--- src/rtl/tcap_pkg.sv ---
package tcap_pkg;

  typedef enum logic [2:0] {
    ADDR_CAP_LO = 3'd0,
    ADDR_CAP_HI = 3'd1,
    ADDR_MASK   = 3'd2,
    ADDR_FLAG   = 3'd3,
    ADDR_CTRL   = 3'd4,
    ADDR_CNT_LO = 3'd5,
    ADDR_CNT_HI = 3'd6,
    ADDR_NONE   = 3'd7
  } regAddr_e;

  // Interrupt bit positions (shared by mask and flag registers)
  localparam int BIT_CAP  = 3;
  localparam int BIT_CMPB = 5;
  localparam int BIT_CMPA = 6;
  localparam int BIT_OVF  = 7;

  // Control register fields
  localparam int CTRL_SRC  = 0;
  localparam int CTRL_EDGE = 1;
  localparam int CTRL_TOP  = 2;
  localparam int CTRL_BITS = 3;

  // Strobes from control to datapath
  typedef struct packed {
    logic capEvent;     // selected capture edge this cycle
    logic loadTempWr;   // high-byte write into the shared latch
    logic loadTempCap;  // capture low read: latch capture high byte
    logic loadTempCnt;  // counter low read: latch counter high byte
    logic commitLo;     // low-byte write: commit {latch, data}
  } strobes_t;

endpackage

--- src/rtl/tcap_edge.sv ---
module tcap_edge #(
  parameter int SYNC_STAGES = 2
) (
  input  logic clk,
  input  logic rstN,
  input  logic rawIn,
  input  logic riseSel,
  output logic edgePulse
);
  localparam int SW = (SYNC_STAGES < 1) ? 1 : SYNC_STAGES;

  logic [SW-1:0] syncQ;
  logic          prevQ;
  logic          synced;

  assign synced = syncQ[SW-1];

  always_ff @(posedge clk or negedge rstN) begin
    if (!rstN) begin
      syncQ <= '0;
      prevQ <= 1'b0;
    end else begin
      syncQ <= (syncQ << 1) | SW'(rawIn);
      prevQ <= synced;
    end
  end

  always_comb begin
    if (riseSel) edgePulse = synced & ~prevQ;
    else         edgePulse = ~synced & prevQ;
  end
endmodule

--- src/rtl/tcap_ctrl.sv ---
module tcap_ctrl
  import tcap_pkg::*;
#(
  parameter int DATA_W  = 8,
  parameter int CNT_W   = 16,
  parameter int NUM_SRC = 2
) (
  input  logic                clk,
  input  logic                rstN,
  input  logic [2:0]          busAddr,
  input  logic                busWrEn,
  input  logic [DATA_W-1:0]   busWrData,
  input  logic                busRdEn,
  output logic [DATA_W-1:0]   busRdData,
  input  logic [NUM_SRC-1:0]  srcEdge,
  input  logic                ovfPulse,
  input  logic                cmpAPulse,
  input  logic                cmpBPulse,
  input  logic                globalIntEn,
  input  logic [CNT_W-1:0]    cntValue,
  input  logic [CNT_W-1:0]    capValue,
  input  logic [DATA_W-1:0]   tempValue,
  output strobes_t            stb,
  output logic                edgeRise,
  output logic                topSel,
  output logic [DATA_W-1:0]   flagQ,
  output logic                irqOvf,
  output logic                irqCmpA,
  output logic                irqCmpB,
  output logic                irqCap
);
  localparam logic [DATA_W-1:0] FLAG_USED =
    DATA_W'((1 << BIT_CAP) | (1 << BIT_CMPB) | (1 << BIT_CMPA) | (1 << BIT_OVF));
  localparam logic [DATA_W-1:0] CTRL_USED = DATA_W'((1 << CTRL_BITS) - 1);
  localparam int SRC_W = (NUM_SRC > 1) ? $clog2(NUM_SRC) : 1;

  regAddr_e            addr;
  logic [DATA_W-1:0]   maskQ;
  logic [DATA_W-1:0]   ctrlQ;
  logic [DATA_W-1:0]   setVec;
  logic [DATA_W-1:0]   clrVec;
  logic [SRC_W-1:0]    srcIdx;
  logic                wrHit;
  logic                rdHit;

  assign addr  = regAddr_e'(busAddr);
  assign wrHit = busWrEn;
  assign rdHit = busRdEn;

  // Register writes
  always_ff @(posedge clk or negedge rstN) begin
    if (!rstN) begin
      maskQ <= '0;
      ctrlQ <= '0;
    end else if (wrHit) begin
      if (addr == ADDR_MASK) maskQ <= busWrData;
      if (addr == ADDR_CTRL) ctrlQ <= busWrData & CTRL_USED;
    end
  end

  // Source selection and strobes
  assign srcIdx   = SRC_W'(ctrlQ[CTRL_SRC]);
  assign edgeRise = ctrlQ[CTRL_EDGE];
  assign topSel   = ctrlQ[CTRL_TOP];

  always_comb begin
    stb             = '0;
    stb.capEvent    = srcEdge[srcIdx];
    stb.loadTempWr  = wrHit && (addr == ADDR_CAP_HI || addr == ADDR_CNT_HI);
    stb.commitLo    = wrHit && (addr == ADDR_CAP_LO);
    stb.loadTempCap = rdHit && !wrHit && (addr == ADDR_CAP_LO);
    stb.loadTempCnt = rdHit && !wrHit && (addr == ADDR_CNT_LO);
  end

  // Flags: set has priority over write-one-to-clear
  always_comb begin
    setVec = '0;
    setVec[BIT_CAP]  = stb.capEvent;
    setVec[BIT_CMPB] = cmpBPulse;
    setVec[BIT_CMPA] = cmpAPulse;
    setVec[BIT_OVF]  = ovfPulse;
    clrVec = (wrHit && addr == ADDR_FLAG) ? busWrData : '0;
  end

  always_ff @(posedge clk or negedge rstN) begin
    if (!rstN) flagQ <= '0;
    else       flagQ <= ((flagQ & ~clrVec) | setVec) & FLAG_USED;
  end

  // Interrupt requests
  assign irqCap  = flagQ[BIT_CAP]  & maskQ[BIT_CAP]  & globalIntEn;
  assign irqCmpB = flagQ[BIT_CMPB] & maskQ[BIT_CMPB] & globalIntEn;
  assign irqCmpA = flagQ[BIT_CMPA] & maskQ[BIT_CMPA] & globalIntEn;
  assign irqOvf  = flagQ[BIT_OVF]  & maskQ[BIT_OVF]  & globalIntEn;

  // Read mux
  always_comb begin
    busRdData = '0;
    if (rdHit) begin
      unique case (addr)
        ADDR_CAP_LO: busRdData = capValue[DATA_W-1:0];
        ADDR_CAP_HI: busRdData = tempValue;
        ADDR_MASK:   busRdData = maskQ;
        ADDR_FLAG:   busRdData = flagQ;
        ADDR_CTRL:   busRdData = ctrlQ;
        ADDR_CNT_LO: busRdData = cntValue[DATA_W-1:0];
        ADDR_CNT_HI: busRdData = tempValue;
        default:     busRdData = '0;
      endcase
    end
  end
endmodule

--- src/rtl/tcap_datapath.sv ---
module tcap_datapath
  import tcap_pkg::*;
#(
  parameter int DATA_W = 8,
  parameter int CNT_W  = 16
) (
  input  logic              clk,
  input  logic              rstN,
  input  strobes_t          stb,
  input  logic [DATA_W-1:0] busWrData,
  input  logic [CNT_W-1:0]  cntValue,
  input  logic              topSel,
  output logic [CNT_W-1:0]  capValue,
  output logic [DATA_W-1:0] tempValue,
  output logic [CNT_W-1:0]  topValue
);
  localparam int HI_LSB = CNT_W - DATA_W;

  // Shared high-byte latch
  always_ff @(posedge clk or negedge rstN) begin
    if (!rstN)                tempValue <= '0;
    else if (stb.loadTempWr)  tempValue <= busWrData;
    else if (stb.loadTempCap) tempValue <= capValue[CNT_W-1:HI_LSB];
    else if (stb.loadTempCnt) tempValue <= cntValue[CNT_W-1:HI_LSB];
  end

  // Capture register: capture event beats CPU commit
  always_ff @(posedge clk or negedge rstN) begin
    if (!rstN)             capValue <= '0;
    else if (stb.capEvent) capValue <= cntValue;
    else if (stb.commitLo) capValue <= {tempValue, busWrData};
  end

  assign topValue = topSel ? capValue : '1;
endmodule

--- src/rtl/tcap_unit.sv ---
module tcap_unit
  import tcap_pkg::*;
#(
  parameter int DATA_W      = 8,
  parameter int SYNC_STAGES = 2
) (
  input  logic                  clk,
  input  logic                  rstN,
  input  logic [2:0]            busAddr,
  input  logic                  busWrEn,
  input  logic [DATA_W-1:0]     busWrData,
  input  logic                  busRdEn,
  output logic [DATA_W-1:0]     busRdData,
  input  logic [2*DATA_W-1:0]   cntValue,
  input  logic                  ovfPulse,
  input  logic                  cmpAPulse,
  input  logic                  cmpBPulse,
  input  logic                  capPin,
  input  logic                  acoIn,
  input  logic                  globalIntEn,
  output logic [2*DATA_W-1:0]   topValue,
  output logic                  topSel,
  output logic                  irqOvf,
  output logic                  irqCmpA,
  output logic                  irqCmpB,
  output logic                  irqCap
);
  localparam int CNT_W   = 2 * DATA_W;
  localparam int NUM_SRC = 2;

  strobes_t            stb;
  logic [CNT_W-1:0]    capValue;
  logic [DATA_W-1:0]   tempValue;
  logic [DATA_W-1:0]   flagQ;
  logic [NUM_SRC-1:0]  srcRaw;
  logic [NUM_SRC-1:0]  srcEdge;
  logic                edgeRise;

  assign srcRaw = {acoIn, capPin};

  for (genvar s = 0; s < NUM_SRC; s++) begin : g_src
    tcap_edge #(.SYNC_STAGES(SYNC_STAGES)) u_edge (
      .clk(clk), .rstN(rstN), .rawIn(srcRaw[s]),
      .riseSel(edgeRise), .edgePulse(srcEdge[s])
    );
  end

  tcap_ctrl #(.DATA_W(DATA_W), .CNT_W(CNT_W), .NUM_SRC(NUM_SRC)) u_ctrl (
    .clk(clk), .rstN(rstN), .busAddr(busAddr), .busWrEn(busWrEn),
    .busWrData(busWrData), .busRdEn(busRdEn), .busRdData(busRdData),
    .srcEdge(srcEdge), .ovfPulse(ovfPulse), .cmpAPulse(cmpAPulse),
    .cmpBPulse(cmpBPulse), .globalIntEn(globalIntEn), .cntValue(cntValue),
    .capValue(capValue), .tempValue(tempValue), .stb(stb),
    .edgeRise(edgeRise), .topSel(topSel), .flagQ(flagQ),
    .irqOvf(irqOvf), .irqCmpA(irqCmpA), .irqCmpB(irqCmpB), .irqCap(irqCap)
  );

  tcap_datapath #(.DATA_W(DATA_W), .CNT_W(CNT_W)) u_dp (
    .clk(clk), .rstN(rstN), .stb(stb), .busWrData(busWrData),
    .cntValue(cntValue), .topSel(topSel), .capValue(capValue),
    .tempValue(tempValue), .topValue(topValue)
  );
endmodule

--- config.mk ---
export PLATFORM = sky130hd
export DESIGN_NAME = tcap_unit
export DESIGN_NICKNAME = d
export VERILOG_FILES = /design/src/rtl/tcap_pkg.sv /design/src/rtl/tcap_edge.sv /design/src/rtl/tcap_ctrl.sv /design/src/rtl/tcap_datapath.sv /design/src/rtl/tcap_unit.sv
export SDC_FILE = /design/constraint.sdc
export NUM_CORES = 1
export LEC_CHECK = 0
export CAP_MARGIN = 20
export CORE_ASPECT_RATIO = 1.4
export CORE_MARGIN = 4
export CORE_UTILIZATION = 45
export DETAILED_ROUTE_END_ITERATION = 12
export PLACE_DENSITY = 0.77
export SLEW_MARGIN = 20
export SYNTH_ARGS = -nofsm -noshare
export SYNTH_HDL_FRONTEND = slang
export SYNTH_HIERARCHICAL = 1
export SYNTH_SLANG_ARGS = --single-unit
--- constraint.sdc ---
create_clock -name clk -period 1.3 [get_ports clk]
set_clock_uncertainty 0.05 [all_clocks]
set_input_delay 0.13 -clock clk [delete_from_list [all_inputs] [get_ports clk]]
set_output_delay 0.13 -clock clk [all_outputs]
set_load 0.05 [all_outputs]
==> out/summary.txt <==
Final period util - 156%
most frequent cells in the layout - buf_4 (43), dfrtp_1 (40), buf_12 (35), clkdlybuf4s50_1 (30), mux2i_1 (30)
leakage power - 0.00232 uW
final RePlAce weighted congestion - 0.802
WP data arrival - 1.85 ns
pwr dens - 1540 mW/mm2
commonest non-fill, non-tap cell in the layout - buf_4
DRT antenna net count - 0
CP Launch Type - flop
vias in the first global route - 3,181
max-cap violation count - 0
Switching Fraction - 41.7%
Min Clock Period, post-route - 2.03 ns
site row count - 32
clock share of power - 10.9%
GRT Util Overall - 33.5%
Critical-path top delay cell - dfrtp_2
Internal - 4780 uW
RSZ-0062 raised after global routing - true
global-route wire length before repair - 17.9 mm
largest net degree at the start of global routing - 46
via-per-instance ratio - 6.76
GRT overflow - 0
pre-CTS WS - -0.711 ns
via count - 3,103
DR DRC count - 0
total power - 8200 uW
Boundary Pins - 66
critical path type - flop to output pin
clock buffer depth - 2
CP Capture Type - output pin
Flop pwr share - 27.7%
slew at the pin closest to its max-slew limit - 0.382 ns
Final Max Tran Viols - 0
CTS tree - done
die area - 0.00709 mm2
relative slew slack - 73.8%
fin nets - 427
post-DP HPWL - 5.80 mm
NetSw - 3420 uW
endpoints failing hold - 0
share of post-route cells with drive strength above 1 - 65.5%
Critical Path RT - 1.12 ns
Synth Net Count - 286
setup_tns - -11.95 ns
drt pass-1 iters - 5
Final Setup Violations - 53
n_diodes - 0
CTS Buf Count - 5
Worst path max stage delay - 0.46 ns
Max Fclk - 494 MHz
core area - 0.00557 mm2
CTS root buffer - clkbuf_8
Max VDD drop - 1.24 mV
Worst Hold Class - input port to flop
die width - 72.3 um
clk_lat worst skew - 0.30 ns
yosys warns - 6
status - finished, violations left
Cells after Synth - 249
Worst Path Max Fanout - 2
Comb pwr share - 61.4%
clock transition at the registers of the reported paths - 0.09 ns
starting density of the core - 46.8%
H-tree levels - 2
DRT Wirelength - 14.1 mm
failing checks - setup timing
antenna violations before repair - 0
Area Growth Syn to Fin - 104%
IO Port Bufs - 65
number of DRC markers in iteration 0 - 240
CP Cell Sequence - mux2_4 > a221oi_2 > buf_4 > nor3_4 > buf_6
wire length per cell - 30.7 um
setup ws final - -0.726 ns
CTS Sinks - 45
Die Height - 98.0 um
mapped cell area - 0.00261 mm2
Syn Area/Cell - 10.5 um2
==> critical path, delay by kind of cell, from the launching register on <==
family,cells,cell delay [ns]
compound gates,1,0.39
mux,1,0.29
flops,1,0.46
buf+inv,2,0.36
simple gates,1,0.05
==> final cells by class <==
cell class | instances | area, um2
multi-input combinational | 184 | 2100
timing repair buffer | 149 | 1900
sequential | 45 | 1130
fill | 118 | 236
tap | 68 | 85.1
clock buffer | 5 | 68.8
inverter | 5 | 18.8
clock inverter | 3 | 17.5
==> repair_timing <==
item / in CTS / in global routing
hold buffers: 1 / 0
endpoints found under the hold margin: 45 / 0
endpoints found under the setup margin: 67 / 62
pin swaps: 20 / 21
gates cloned: 8 / 1
setup buffers: 25 / 15
resized for setup: 117 / 66
==> state kept, by name, indices dropped and copies added (netlist names) <==
| signal | flops |
|---|---|
| g_src.u_edge/prevQ | 2 |
| u_ctrl/ctrlQ | 3 |
| u_ctrl/flagQ | 4 |
| u_dp/capValue | 16 |
| g_src.u_edge/syncQ | 4 |
| u_dp/tempValue | 8 |
| u_ctrl/maskQ | 8 |
==> per-layer routing <==
metal | global-route usage (%) | up-vias | part of all wire [%]
li1 | - | 1202 | -
met1 | 37.3 | 1518 | 33
met2 | 57.1 | 282 | 51
met3 | 6.28 | 101 | 7.8
met4 | 21.6 | 0 | 8.1
met5 | 0 | - | 0
==> per-stage QoR <==
step	cell area (um2)	utilization [%]	hold slack [ns]	cells
global route	5330	95.8	0.226	459
CTS	5040	90.6	0.215	451
floorplan	2910	-	-0.216	249
global placement	4130	74.2	0.0751	410
detailed placement	4130	74.2	0.0763	410
finish	5330	95.8	0.232	459
==> path summary, 6_finish.rpt <==
path                                     startpoint                        to  slack, ns  cells after the start
setup reg to reg                    u_ctrl/ctrlQ[1]          u_dp/capValue[5]      -0.38                      6
setup / recovery                  u_dp/tempValue[3]              busRdData[3]      -0.73                      5
hold reg to reg            g_src[0].u_edge/syncQ[0]  g_src[0].u_edge/syncQ[1]       0.32                      0
max in group asynchronous                      rstN         u_dp/tempValue[3]       0.60                      3
hold / removal                               capPin  g_src[0].u_edge/syncQ[0]       0.23                      1
min in group asynchronous                      rstN           u_ctrl/maskQ[2]       0.37                      3
==> power by group through the flow <==
stage | clock network, uW | logic, uW | registers [uW]
floorplan | 0 | 1830 | 2060
CTS | 878 | 4410 | 2160
detailed placement | 0 | 3390 | 2140
global route | 971 | 5150 | 2290
finish | 896 | 5030 | 2270
global placement | 0 | 3320 | 2120
No activity file was read; power rests on OpenSTA's default activity.
